## config.mk

```make
export PLATFORM = sky130hd
export DESIGN_NAME = core_run_ctrl
export DESIGN_NICKNAME = d
export VERILOG_FILES = /design/src/rtl/core_run_pkg.sv /design/src/rtl/core_run_decode.sv /design/src/rtl/core_run_timer.sv /design/src/rtl/core_run_ctrl.sv
export SDC_FILE = /design/constraint.sdc
export NUM_CORES = 1
export LEC_CHECK = 0
export BUFFER_PORTS_ARGS = -buffer_cell sky130_fd_sc_hd__buf_2
export CORE_AREA = 3 3 40 42
export DETAILED_ROUTE_END_ITERATION = 8
export DIE_AREA = 0 0 43 45
export GPL_ROUTABILITY_DRIVEN = 0
export PLACE_DENSITY = 0.57
export SYNTH_ARGS = -nofsm -noshare
export SYNTH_HDL_FRONTEND = slang
export SYNTH_SLANG_ARGS = --single-unit
```

## constraint.sdc

```tcl
create_clock -name clk -period 1.48 [get_ports clk]
set_input_delay 0.148 -clock clk [delete_from_list [all_inputs] [get_ports clk]]
set_output_delay 0.148 -clock clk [all_outputs]
set_load 0.05 [all_outputs]
```

## src/rtl/core_run_pkg.sv

```systemverilog
package core_run_pkg;
  localparam logic [1:0] RS_RESET = 2'd0;
  localparam logic [1:0] RS_RUN   = 2'd1;
  localparam logic [1:0] RS_CLEAR = 2'd2;
  localparam logic [1:0] RS_PAUSE = 2'd3;
endpackage

```

## src/rtl/core_run_decode.sv

```systemverilog
// Combinational write decoder: decides whether a state write starts a timed
// transition, which state it targets, and how the pause-exit arm flag moves.
module core_run_decode
  import core_run_pkg::*;
(
  input  logic [1:0] cur_state,
  input  logic       valid,
  input  logic       armed,
  input  logic       wr,
  input  logic [1:0] wdata,
  output logic       start,
  output logic [1:0] tgt,
  output logic       arm_nxt
);
  always_comb begin
    start   = 1'b0;
    tgt     = cur_state;
    arm_nxt = armed;
    if (wr && valid) begin
      arm_nxt = 1'b0;
      if (cur_state == RS_PAUSE) begin
        if (wdata == RS_CLEAR) begin
          if (armed) begin
            start = 1'b1;
            tgt   = RS_RESET;
          end else begin
            arm_nxt = 1'b1;
          end
        end else if (wdata != RS_RESET) begin
          start = 1'b1;
          tgt   = wdata;
        end
      end else if (wdata != RS_CLEAR) begin
        start = 1'b1;
        tgt   = wdata;
      end
    end
  end
endmodule

```

## src/rtl/core_run_timer.sv

```systemverilog
// Transition latency counter: busy for exactly LAT_CYCLES cycles after start.
module core_run_timer #(
  parameter int LAT_CYCLES = 4
) (
  input  logic clk,
  input  logic rst_n,
  input  logic clr,
  input  logic start,
  output logic busy,
  output logic done
);
  localparam int CW = (LAT_CYCLES > 1) ? $clog2(LAT_CYCLES) : 1;
  localparam logic [CW-1:0] LOAD = CW'(LAT_CYCLES - 1);

  logic          busy_q, busy_d;
  logic [CW-1:0] cnt_q, cnt_d;
  logic          cnt_en;

  assign done = busy_q && (cnt_q == '0);
  assign busy = busy_q;

  always_comb begin
    busy_d = busy_q;
    cnt_d  = cnt_q;
    cnt_en = 1'b0;
    if (clr) begin
      busy_d = 1'b0;
    end else if (start) begin
      busy_d = 1'b1;
      cnt_d  = LOAD;
      cnt_en = 1'b1;
    end else if (busy_q) begin
      if (cnt_q == '0) begin
        busy_d = 1'b0;
      end else begin
        cnt_d  = cnt_q - 1'b1;
        cnt_en = 1'b1;
      end
    end
  end

  always_ff @(posedge clk or negedge rst_n) begin
    if (!rst_n) begin
      busy_q <= 1'b0;
      cnt_q  <= '0;
    end else begin
      busy_q <= busy_d;
      if (cnt_en) cnt_q <= cnt_d;
    end
  end
endmodule

```

## src/rtl/core_run_ctrl.sv

```systemverilog
// Run-state controller: reset / run / pause with a timed valid handshake,
// a two-write clear sequence out of pause and a soft-reset override.
module core_run_ctrl
  import core_run_pkg::*;
#(
  parameter int LAT_CYCLES = 4
) (
  input  logic       clk,
  input  logic       rst_n,
  input  logic       st_wr,
  input  logic [1:0] st_wdata,
  input  logic       srst_wr,
  input  logic       srst_wdata,
  output logic [2:0] stat,
  output logic       dp_clear,
  output logic       load_en,
  output logic       engine_en
);
  logic [1:0] state_q, state_d;
  logic [1:0] tgt_q, tgt_d;
  logic       armed_q, armed_d;
  logic       srst_hit, busy, done, valid, start, arm_nxt;
  logic [1:0] tgt_w;

  assign srst_hit = srst_wr && srst_wdata;
  assign valid    = !busy;

  core_run_decode u_dec (
    .cur_state (state_q),
    .valid     (valid),
    .armed     (armed_q),
    .wr        (st_wr && !srst_hit),
    .wdata     (st_wdata),
    .start     (start),
    .tgt       (tgt_w),
    .arm_nxt   (arm_nxt)
  );

  core_run_timer #(.LAT_CYCLES(LAT_CYCLES)) u_tmr (
    .clk   (clk),
    .rst_n (rst_n),
    .clr   (srst_hit),
    .start (start),
    .busy  (busy),
    .done  (done)
  );

  always_comb begin
    state_d = state_q;
    tgt_d   = start ? tgt_w : tgt_q;
    armed_d = arm_nxt;
    if (srst_hit) begin
      state_d = RS_RESET;
      armed_d = 1'b0;
    end else if (done) begin
      state_d = tgt_q;
    end
  end

  always_ff @(posedge clk or negedge rst_n) begin
    if (!rst_n) begin
      state_q <= RS_RESET;
      tgt_q   <= RS_RESET;
      armed_q <= 1'b0;
    end else begin
      state_q <= state_d;
      if (start) tgt_q <= tgt_d;
      armed_q <= armed_d;
    end
  end

  assign stat      = {valid, state_q};
  assign dp_clear  = (state_q == RS_RESET);
  assign load_en   = (state_q == RS_RUN) || (state_q == RS_PAUSE);
  assign engine_en = (state_q == RS_RUN) && valid;
endmodule

```

==> flow_metrics.py, run 1 <==
metrics = {
    "outcome": {
        "status": "completed",
    },
    "placed_design": {
        "port-buffer-count": 12,
        "place_hpwl_um": 683,
        "dpl.cell_count": 72,
        "place_area_sq_um": 539,
        "place_ws_ns": 0.158,
    },
    "routing": {
        "routed_wl_um": 897,
        "route.met3.wl_um": 63,
        "drtPass1Iterations": 4,
        "drcViolationCount": 0,
        "wl_met1_um": 425,
        "drtIter0Drc": 13,
        "met2_length_um": 397,
        "final_antenna_net_count": 0,
        "wire_per_inst_um": 11.8,
        "viasPerCell": 4.97,
        "vias": 378,
        "highest_layer": "met4",
    },
    "sta": {
        "setup_slack_ns": 0.0504,
        "slew_viol_final": 0,
        "fmax_mhz": 700,
        "period_share_pct": 96.6,
        "fin_crit_ns": 1.43,
        "rsz0062_at_grt": "false",
        "skew_ns": 0.0104,
        "hold_violations": 0,
        "tightestPinTransition_ns": 0.329,
        "slew_headroom_pct": 78.1,
        "finalSetupViolCount": 0,
    },
    "setup_path": {
        "max_stage_delay_ns": 0.41,
        "arrival_ns": 1.28,
        "cp-end-kind": "primary output",
        "crit_chain": "buf_4 -> nor3b_4 -> buf_2",
        "slowest_stage": "dfrtp_1",
        "cp_top_family": "buffers and inverters",
        "crit_cells": 3,
        "start_kind": "flop",
        "cp_num_buf_inv": 2,
        "worst_ep_required_time_ns": 1.33,
        "reg2reg_depth": 4,
        "critPathMaxFanout": 4,
        "crit_type": "reg -> out",
    },
    "grt": {
        "grt_pass1_vias": 332,
        "grt_antenna_before_repair": 0,
        "grt_overflow_total": 0,
        "track_usage_pct": 10.5,
        "grt_pass1_wl_um": 1470,
        "grt_max_degree": 9,
    },
    "worst_hold_path": {
        "min_path_cells": 2,
        "hold_class": "in -> reg",
    },
    "power_and_ir_drop": {
        "leakagePower_nw": 0.273,
        "p_per_area_mw_per_mm2": 1850,
        "ir_worst_vdd_mv": 0.700,
    },
    "floorplanning": {
        "ios": 13,
        "coreArea_sq_mm": 0.00128,
        "die_area_sq_mm": 0.00194,
        "die_x_um": 43,
        "fp-row-count": 13,
        "initial_core_util_pct": 35.2,
        "die_h_um": 45,
    },
    "clock_tree": {
        "clk_pin_slew_worst_paths_ns": 0.06,
        "cts_tree": "yes",
        "cts_sinks": 8,
        "cts_repair_resize_count": 0,
        "clk_latency_ns": 0.26,
        "cts_buffers": 3,
        "root_buffer": "clkbuf_4",
        "postCtsSetupBuffers": 0,
        "clockBufferDepth": 2,
        "htreeDepth": 1,
        "holdBufCountCts": 1,
    },
    "yosys": {
        "synth_warnings": 0,
        "synth_area_sq_um": 453,
        "postSynthAreaPerCell_sq_um": 9.85,
        "syn-num-nets": 54,
        "synth_top_area_share_pct": 44.2,
        "syn_inst": 46,
        "yosysSeqAreaShare_pct": 44.2,
        "synth_top_cell_by_area": "dfrtp_1",
        "ys_types": 27,
        "yosys-top-cells-area": "dfrtp_1 44%, nand2_1 5.8%, o311ai_4 5.8%",
        "synth-seq-cells": 8,
    },
    "job": {
        "max-cap-violations": 0,
    },
    "final_layout": {
        "drive_above_1_share_pct": 36.1,
        "final_cell_count_no_fill": 76,
        "nets": 71,
        "fin_util_pct": 44.5,
        "fillers": 119,
        "final_area_sq_um": 572,
        "syn_to_final_growth_pct": 26.2,
        "antenna_cells": 0,
    },
}
==> power by group <==
part,leakage (nW),total (mW),switching [mW],internal (mW)
clock,0.0138,0.170,0.0773,0.0930
combinational,0.159,0.506,0.329,0.177
sequential,0.0996,0.378,0.0841,0.294
total,0.273,1.06,0.491,0.564
==> placed cells by master (no fill, tap or decap), types with 2 or more instances in the layout <==
cell type   n
nand2_1     7
dfrtp_1     8
clkbuf_4    3
buf_2      12
a21oi_1     4
nor2_1      2
inv_1       2
nand3_1     2
==> final cells by class <==
| cell class | instances | area [sq um] | share of cell area (%) |
|---|---|---|---|
| multi-input cells | 33 | 241 | 42.2 |
| flip-flops and latches | 8 | 200 | 35.0 |
| repair buffers | 14 | 77.6 | 13.6 |
| clock buffers | 3 | 22.5 | 3.94 |
| well taps | 15 | 18.8 | 3.28 |
| inverters | 3 | 11.3 | 1.97 |
==> through the flow <==
stage | hold WS (ns) | setup TNS, ns | total power [mW]
after floorplan | -0.148 | -0.0482 | 0.791
after global placement | 0.00144 | 0 | 0.886
after detailed placement | 0.00564 | 0 | 0.884
after CTS | 0.187 | 0 | 1.07
after global routing | 0.209 | 0 | 1.13
final | 0.192 | 0 | 1.06
==> registers in the layout (all words and copies together) (netlist names) <==
signal       cells
u_tmr.busy       1
state_q          2
tgt_q            2
armed_q          1
u_tmr.cnt_q      2
==> cells in the mapped netlist (all sizes together) <==
| master | instances |
|---|---|
| and3 | 1 |
| a32o | 1 |
| nand2 | 7 |
| o211ai | 1 |
| a31oi | 1 |
| or3 | 1 |
| a21oi | 4 |
| nor2b | 1 |
| nand2b | 1 |
| o311ai | 1 |
| or4 | 1 |
| and4 | 1 |
| buf | 1 |
| nand4b | 1 |
| nand3 | 3 |
| a22o | 1 |
| nor2 | 2 |
| and2b | 1 |
| ha | 1 |
| and2 | 1 |
| inv | 3 |
| clkbuf | 1 |
| dfrtp | 8 |
| o31ai | 1 |
| nor3b | 1 |
==> worst reg2reg max path, stage by stage (launching register included) <==
cell	delay, ns
dfrtp_1	0.36
inv_1	0.05
ha_1	0.25
or4_4	0.53
nand3_2	0.08
==> worst paths after layout <==
path / slack, ns / start / endpoint
min: 0.19 / st_wdata[1] / tgt_q[1]
min in group asynchronous: 0.26 / rst_n / state_q[1]
min reg2reg: 0.50 / tgt_q[1] / tgt_q[1]
max in group asynchronous: 1.04 / rst_n / armed_q
max reg2reg: 0.15 / u_tmr.cnt_q[0] / u_tmr.cnt_q[0]
max: 0.05 / state_q[1] / engine_en
==> metal layers <==
layer / vias up / GRT usage (%)
met5: - / 0
met4: 0 / 3.61
met3: 3 / 6.37
met2: 10 / 13.2
met1: 169 / 14.6
li1: 196 / -
==> cell families (layout without fill, tap and decap cells) <==
group	Yosys count	count (layout)	synth area share, %
AOI/OAI and AO/OA	10	10	19.1
and+or+nand+nor	22	22	29.0
adders and majority gates	1	1	2.76
DFF	8	8	44.2
buffers and inverters	5	20	4.97
Note: power is estimated with default switching activity, not from simulation.
==> run 2, diff against run 1 <==
--- a/config.mk
+++ b/config.mk
@@ -5,12 +5,13 @@
 export SDC_FILE = /design/constraint.sdc
 export NUM_CORES = 1
 export LEC_CHECK = 0
+export ABC_AREA = 1
 export BUFFER_PORTS_ARGS = -buffer_cell sky130_fd_sc_hd__buf_2
 export CORE_AREA = 3 3 40 42
 export DETAILED_ROUTE_END_ITERATION = 8
 export DIE_AREA = 0 0 43 45
 export GPL_ROUTABILITY_DRIVEN = 0
-export PLACE_DENSITY = 0.57
+export PLACE_DENSITY = 0.6
 export SYNTH_ARGS = -nofsm -noshare
 export SYNTH_HDL_FRONTEND = slang
 export SYNTH_SLANG_ARGS = --single-unit
==> run 2 against run 1 <==
  * Combinational power is 47% higher
  * Critical endpoint unchanged
  * Largest power group unchanged
  * Maximum frequency is 14% higher
  * Global-route usage is 1.0 points higher
  * Die area stayed put
  * Sequential share of layout area is 1.2 points lower
  * Utilization is 1.6 points higher
==> flow_metrics.py, run 2 <==
metrics = {
    "outcome": {
        "status": "completed",
    },
    "yosys": {
        "yosysSeqAreaShare_pct": 40.9,
        "yosys.cell_count.top_type": "nand2_1",
        "synth_top_area_share_pct": 40.9,
        "synth-seq-cells": 8,
        "ys_types": 23,
        "yosys-top-cells-area": "dfrtp_1 41%, nand2_4 9.2%, nand2_1 8.4%",
        "syn_inst": 57,
        "synth_edf_count": 0,
        "syn-num-nets": 65,
        "postSynthAreaPerCell_sq_um": 8.58,
        "synth_area_sq_um": 489,
        "async_flop_share_pct": 100,
        "synth_warnings": 0,
        "ys.flop_type": "dfrtp_1",
        "netlist_top_cells_count": "11 x nand2_1, 9 x inv_1, 8 x dfrtp_1",
        "synth_top_cell_by_area": "dfrtp_1",
    },
    "floorplanning": {
        "ios": 13,
        "coreArea_sq_mm": 0.00128,
        "die_x_um": 43,
        "die_h_um": 45,
        "die_area_sq_mm": 0.00194,
        "fp-row-count": 13,
        "initial_core_util_pct": 38.1,
    },
    "placed_design": {
        "place_hpwl_um": 689,
        "place_area_sq_um": 559,
        "port-buffer-count": 12,
        "place_ws_ns": 0.286,
    },
    "clock_tree": {
        "htreeDepth": 1,
        "root_buffer": "clkbuf_4",
        "cts_tree": "yes",
        "cts_repair_resize_count": 0,
        "clk_latency_ns": 0.24,
        "postCtsSetupBuffers": 0,
        "clockBufferDepth": 2,
        "cts_buffers": 3,
        "clk_pin_slew_worst_paths_ns": 0.05,
        "cts_sinks": 8,
    },
    "job": {
        "max-cap-violations": 0,
    },
    "sta": {
        "skew_ns": 0.000674,
        "fmax_mhz": 794,
        "slew_viol_final": 0,
        "period_share_pct": 85.1,
        "slew_headroom_pct": 81.6,
        "hold_violations": 0,
        "tightestPinTransition_ns": 0.273,
        "rsz0062_at_grt": "false",
        "tns_ns": 0,
        "fin_crit_ns": 1.26,
        "finalSetupViolCount": 0,
        "setup_slack_ns": 0.220,
    },
    "setup_path": {
        "worst_ep_required_time_ns": 1.33,
        "crit_chain": "nand2_1 -> nor2_2 -> buf_2",
        "crit_type": "reg -> out",
        "start_kind": "flop",
        "critPathMaxFanout": 6,
        "arrival_ns": 1.11,
        "cp-end-kind": "primary output",
        "max_stage_delay_ns": 0.44,
        "slowest_stage": "dfrtp_1",
    },
    "final_layout": {
        "syn_to_final_growth_pct": 21.0,
        "drive_above_1_share_pct": 39.4,
        "final_area_sq_um": 592,
        "antenna_cells": 0,
        "final_cell_mix": "12 x buf_2, 11 x nand2_1, 9 x inv_1",
        "final_common_cell": "buf_2",
        "nets": 81,
        "reg.largest.list": "state_q x2, tgt_q x2, u_tmr.cnt_q x2",
    },
    "worst_hold_path": {
        "hold_class": "in -> reg",
    },
    "power_and_ir_drop": {
        "total_power_mw": 1.28,
        "p_per_area_mw_per_mm2": 2160,
        "ir_worst_vdd_mv": 0.944,
        "leakagePower_nw": 0.333,
    },
    "grt": {
        "track_usage_pct": 11.5,
        "grt_overflow_total": 0,
        "grt_pass1_wl_um": 1570,
        "grt_antenna_before_repair": 0,
        "grt_pass1_vias": 380,
        "grt_max_degree": 9,
    },
    "routing": {
        "wire_per_inst_um": 9.65,
        "vias": 382,
        "viasPerCell": 4.44,
        "drcViolationCount": 0,
        "routed_wl_um": 830,
        "final_antenna_net_count": 0,
        "drtPass1Iterations": 3,
        "drtIter0Drc": 6,
    },
}
## run 2: cell count changes after synthesis, sizes merged, moves of 2 or more
cell,before,now
clkinv,0,2
a21oi,4,2
o21ai,0,3
inv,3,11
nand2,7,16
nor2,2,4
## run 2: final timing paths
check	start	to	slack (ns)	depth (start not counted)
min in group asynchronous	rst_n	u_tmr.cnt_q[1]	0.28	2
worst max-delay path	state_q[0]	engine_en	0.22	3
worst max register to register	u_tmr.cnt_q[0]	u_tmr.cnt_q[0]	0.29	7
worst min register to register	u_tmr.cnt_q[1]	u_tmr.cnt_q[1]	0.47	2
worst min-delay path	st_wdata[0]	tgt_q[0]	0.18	3
max in group asynchronous	rst_n	state_q[1]	1.04	2
## run 2: cell families after synthesis
kind of cell,after synthesis,synth area share (%)
AND/OR/NAND/NOR,26,36.1
buffers and inverters,15,12.5
flip-flops,8,40.9
AO/OA/AOI/OAI,7,7.93
adder cells (fa/ha/maj),1,2.56
## run 2: layout make-up
cell class                      count  area, sq um
Clock buffer                        3         22.5
Fill cell                         143          693
Inverter                           13         50.0
Multi-Input combinational cell     34          230
Sequential cell                     8          200
Tap cell                           15         18.8
Timing Repair Buffer               13         70.1
## run 2: power by group
group | switching [mW] | internal (mW)
logic | 0.539 | 0.205
clock network | 0.0623 | 0.0920
registers | 0.0752 | 0.307
## run 2: layer usage
| metal | routed length [um] | track usage (%) |
|---|---|---|
| met3 | 49 | 3.59 |
| met5 | 0 | 0 |
| met4 | 10 | 9.04 |
| met1 | 381 | 15.4 |
| met2 | 388 | 15.3 |
## run 2: metrics by stage
| step | hold slack (ns) | utilization, % | std cells |
|---|---|---|---|
| global placement | -0.00923 | 43.5 | 82 |
| CTS | 0.176 | 46.1 | 86 |
| detailed placement | -0.00525 | 43.5 | 82 |
| finish | 0.176 | 46.1 | 86 |
| floorplan | -0.148 | - | 57 |
| global route | 0.220 | 46.1 | 86 |
## run 2: timing repair
| action | 4_1_cts | 5_1_grt |
|---|---|---|
| endpoints found under the hold margin | 8 | 0 |
| setup endpoints to repair | 0 | 0 |
| hold buffers | 1 | 0 |
## run 2: critical path: cells and delay by family, from the launching register on
| family | cells | cell delay, ns |
|---|---|---|
| AND/OR/NAND/NOR | 2 | 0.16 |
| flip-flops | 1 | 0.44 |
| buffers and inverters | 1 | 0.26 |
==> run 3, diff against run 2 <==
==> constraint.sdc (replaced) <==
create_clock -name clk -period 1.3 [get_ports clk]
set_input_delay 0.13 -clock clk [delete_from_list [all_inputs] [get_ports clk]]
set_output_delay 0.13 -clock clk [all_outputs]
set_load 0.05 [all_outputs]
==> run 3 against run 2 <==
  * Routed wire length up 7.1%
  * Via count stayed put
  * Sequential share of layout area decreased by 0.15 points
  * Sequential cell count unchanged
  * Final area grew 1.7%
  * Largest power group unchanged
  * Global-route usage is 0.18 points lower
  * Register-to-register slack got worse by 0.19 ns
  * Hold slack worse by 0.00052 ns
  * First-iteration DRC count unchanged
==> flow_metrics.py, run 3 (synthesized netlist as in run 2, its figures left out) <==
metrics = {
    "setup_path": {
        "critPathMaxFanout": 3,
        "reg2reg_depth": 7,
        "cp-end-kind": "flop",
        "crit_type": "reg -> reg",
        "arrival_ns": 1.32,
        "r2r_slack_ns": 0.10,
        "cp_num_buf_inv": 1,
        "slowest_stage": "dfrtp_1",
        "max_stage_delay_ns": 0.37,
        "worst_ep_required_time_ns": 1.43,
        "reg2reg_to": "u_tmr.cnt_q[0]",
        "reg2reg_from": "u_tmr.cnt_q[0]",
        "start_kind": "flop",
        "cp_top_family": "simple AND/OR/NAND/NOR gates",
        "crit_chain": "inv_1 -> ha_2 -> or2_4 -> nand2_4 -> nand2_4 -> nand2_1 -> nand2_1",
    },
    "sta": {
        "slew_headroom_pct": 84.0,
        "hold_violations": 0,
        "rsz0062_at_grt": "false",
        "fin_crit_ns": 1.20,
        "slew_viol_final": 0,
        "tightestPinTransition_ns": 0.238,
        "setup_slack_ns": 0.104,
        "fmax_mhz": 836,
        "skew_ns": 0.00176,
        "holdWs_ns": 0.176,
        "finalSetupViolCount": 0,
        "tns_ns": 0,
        "period_share_pct": 92.0,
    },
    "floorplanning": {
        "coreArea_sq_mm": 0.00128,
        "die_h_um": 45,
        "initial_core_util_pct": 38.1,
        "fp-row-count": 13,
        "ios": 13,
        "die_area_sq_mm": 0.00194,
        "die_x_um": 43,
    },
    "routing": {
        "route.met3.wl_um": 59,
        "drtPass1Iterations": 4,
        "drcViolationCount": 0,
        "met2_length_um": 379,
        "vias": 382,
        "routed_wl_um": 889,
        "wire_per_inst_um": 10.3,
        "wl_met1_um": 438,
        "viasPerCell": 4.44,
        "final_antenna_net_count": 0,
        "highest_layer": "met4",
        "drtIter0Drc": 6,
    },
    "placed_design": {
        "place_ws_ns": 0.0795,
        "port-buffer-count": 12,
        "place_hpwl_um": 717,
    },
    "worst_hold_path": {
        "holdPathEnd": "tgt_q[0]",
        "hold_class": "in -> reg",
        "min_path_cells": 3,
        "min_from": "st_wdata[0]",
    },
    "clock_tree": {
        "clockBufferDepth": 2,
        "clk_latency_ns": 0.24,
        "cts_buffers": 3,
        "htreeDepth": 1,
        "root_buffer": "clkbuf_4",
        "cts_sinks": 8,
        "clk_pin_slew_worst_paths_ns": 0.05,
        "postCtsSetupBuffers": 0,
        "cts_tree": "yes",
    },
    "final_layout": {
        "nets": 81,
        "final_cell_mix": "11 x nand2_1, 11 x buf_2, 9 x inv_1",
        "syn_to_final_growth_pct": 23.0,
        "multi_input_area_sq_um": 235,
        "regArea_sq_um": 203,
        "drive_above_1_share_pct": 45.1,
        "reg.largest.list": "state_q x2, tgt_q x2, u_tmr.cnt_q x2",
        "antenna_cells": 0,
        "fillers": 133,
        "fin_util_pct": 46.8,
    },
    "power_and_ir_drop": {
        "ir_worst_vdd_mv": 0.825,
        "leakagePower_nw": 0.329,
        "p_per_area_mw_per_mm2": 2480,
    },
    "grt": {
        "grt_pass1_wl_um": 1610,
        "grt_antenna_before_repair": 0,
        "track_usage_pct": 11.3,
        "grt_pass1_vias": 396,
        "grt_overflow_total": 0,
        "grt_max_degree": 9,
    },
    "outcome": {
        "status": "completed",
    },
    "job": {
        "max-cap-violations": 0,
    },
}
run 3: power by group:
group	leakage, nW	internal, mW	switching [mW]
clock network	0.0138	0.105	0.0691
registers	0.0991	0.356	0.0930
logic	0.216	0.249	0.622
run 3: per-stage QoR:
stage	cells	area, sq um	power (mW)
final	86	602	1.49
after global placement	82	564	1.29
after CTS	86	597	1.50
after floorplan	57	497	1.16
after global routing	86	602	1.60
after detailed placement	82	564	1.31
run 3: routing by layer:
| metal | global-route usage, % | vias up |
|---|---|---|
| met2 | 16.2 | 10 |
| met3 | 2.39 | 2 |
| met5 | 0 | - |
| li1 | - | 203 |
| met4 | 7.23 | 0 |
| met1 | 15.6 | 167 |
run 3: how the worst max path moves through the flow:
| stage | from | endpoint | slack [ns] | cells after the start |
|---|---|---|---|---|
| after floorplan | state_q[0] | engine_en | 0.09 | 2 |
| after global placement | u_tmr.cnt_q[0] | u_tmr.cnt_q[1] | 0.10 | 7 |
| after detailed placement | u_tmr.cnt_q[0] | u_tmr.cnt_q[0] | 0.08 | 7 |
| final | u_tmr.cnt_q[0] | u_tmr.cnt_q[0] | 0.10 | 7 |
| after global routing | u_tmr.busy | engine_en | 0.02 | 4 |
| after CTS | u_tmr.busy | engine_en | 0.07 | 4 |
run 3: worst reg2reg max path: stages (launching register included):
cell,delay [ns]
dfrtp_1,0.37
inv_1,0.05
ha_2,0.18
or2_4,0.25
nand2_4,0.09
nand2_4,0.05
nand2_1,0.05
nand2_1,0.05
run 3: final cells by class:
class                      instances  share of cell area, %
tap                               15                   3.12
inverter                          13                   8.32
clock buffer                       3                   3.74
multi-input combinational         34                   39.1
sequential                         8                   33.7
timing repair buffer              13                   12.1
run 3: what timing repair did:
item / in CTS / in global routing
hold buffers: 1 / 0
setup endpoints to repair: 0 / 2
hold endpoints to repair: 8 / 0
gates resized for setup: 0 / 2
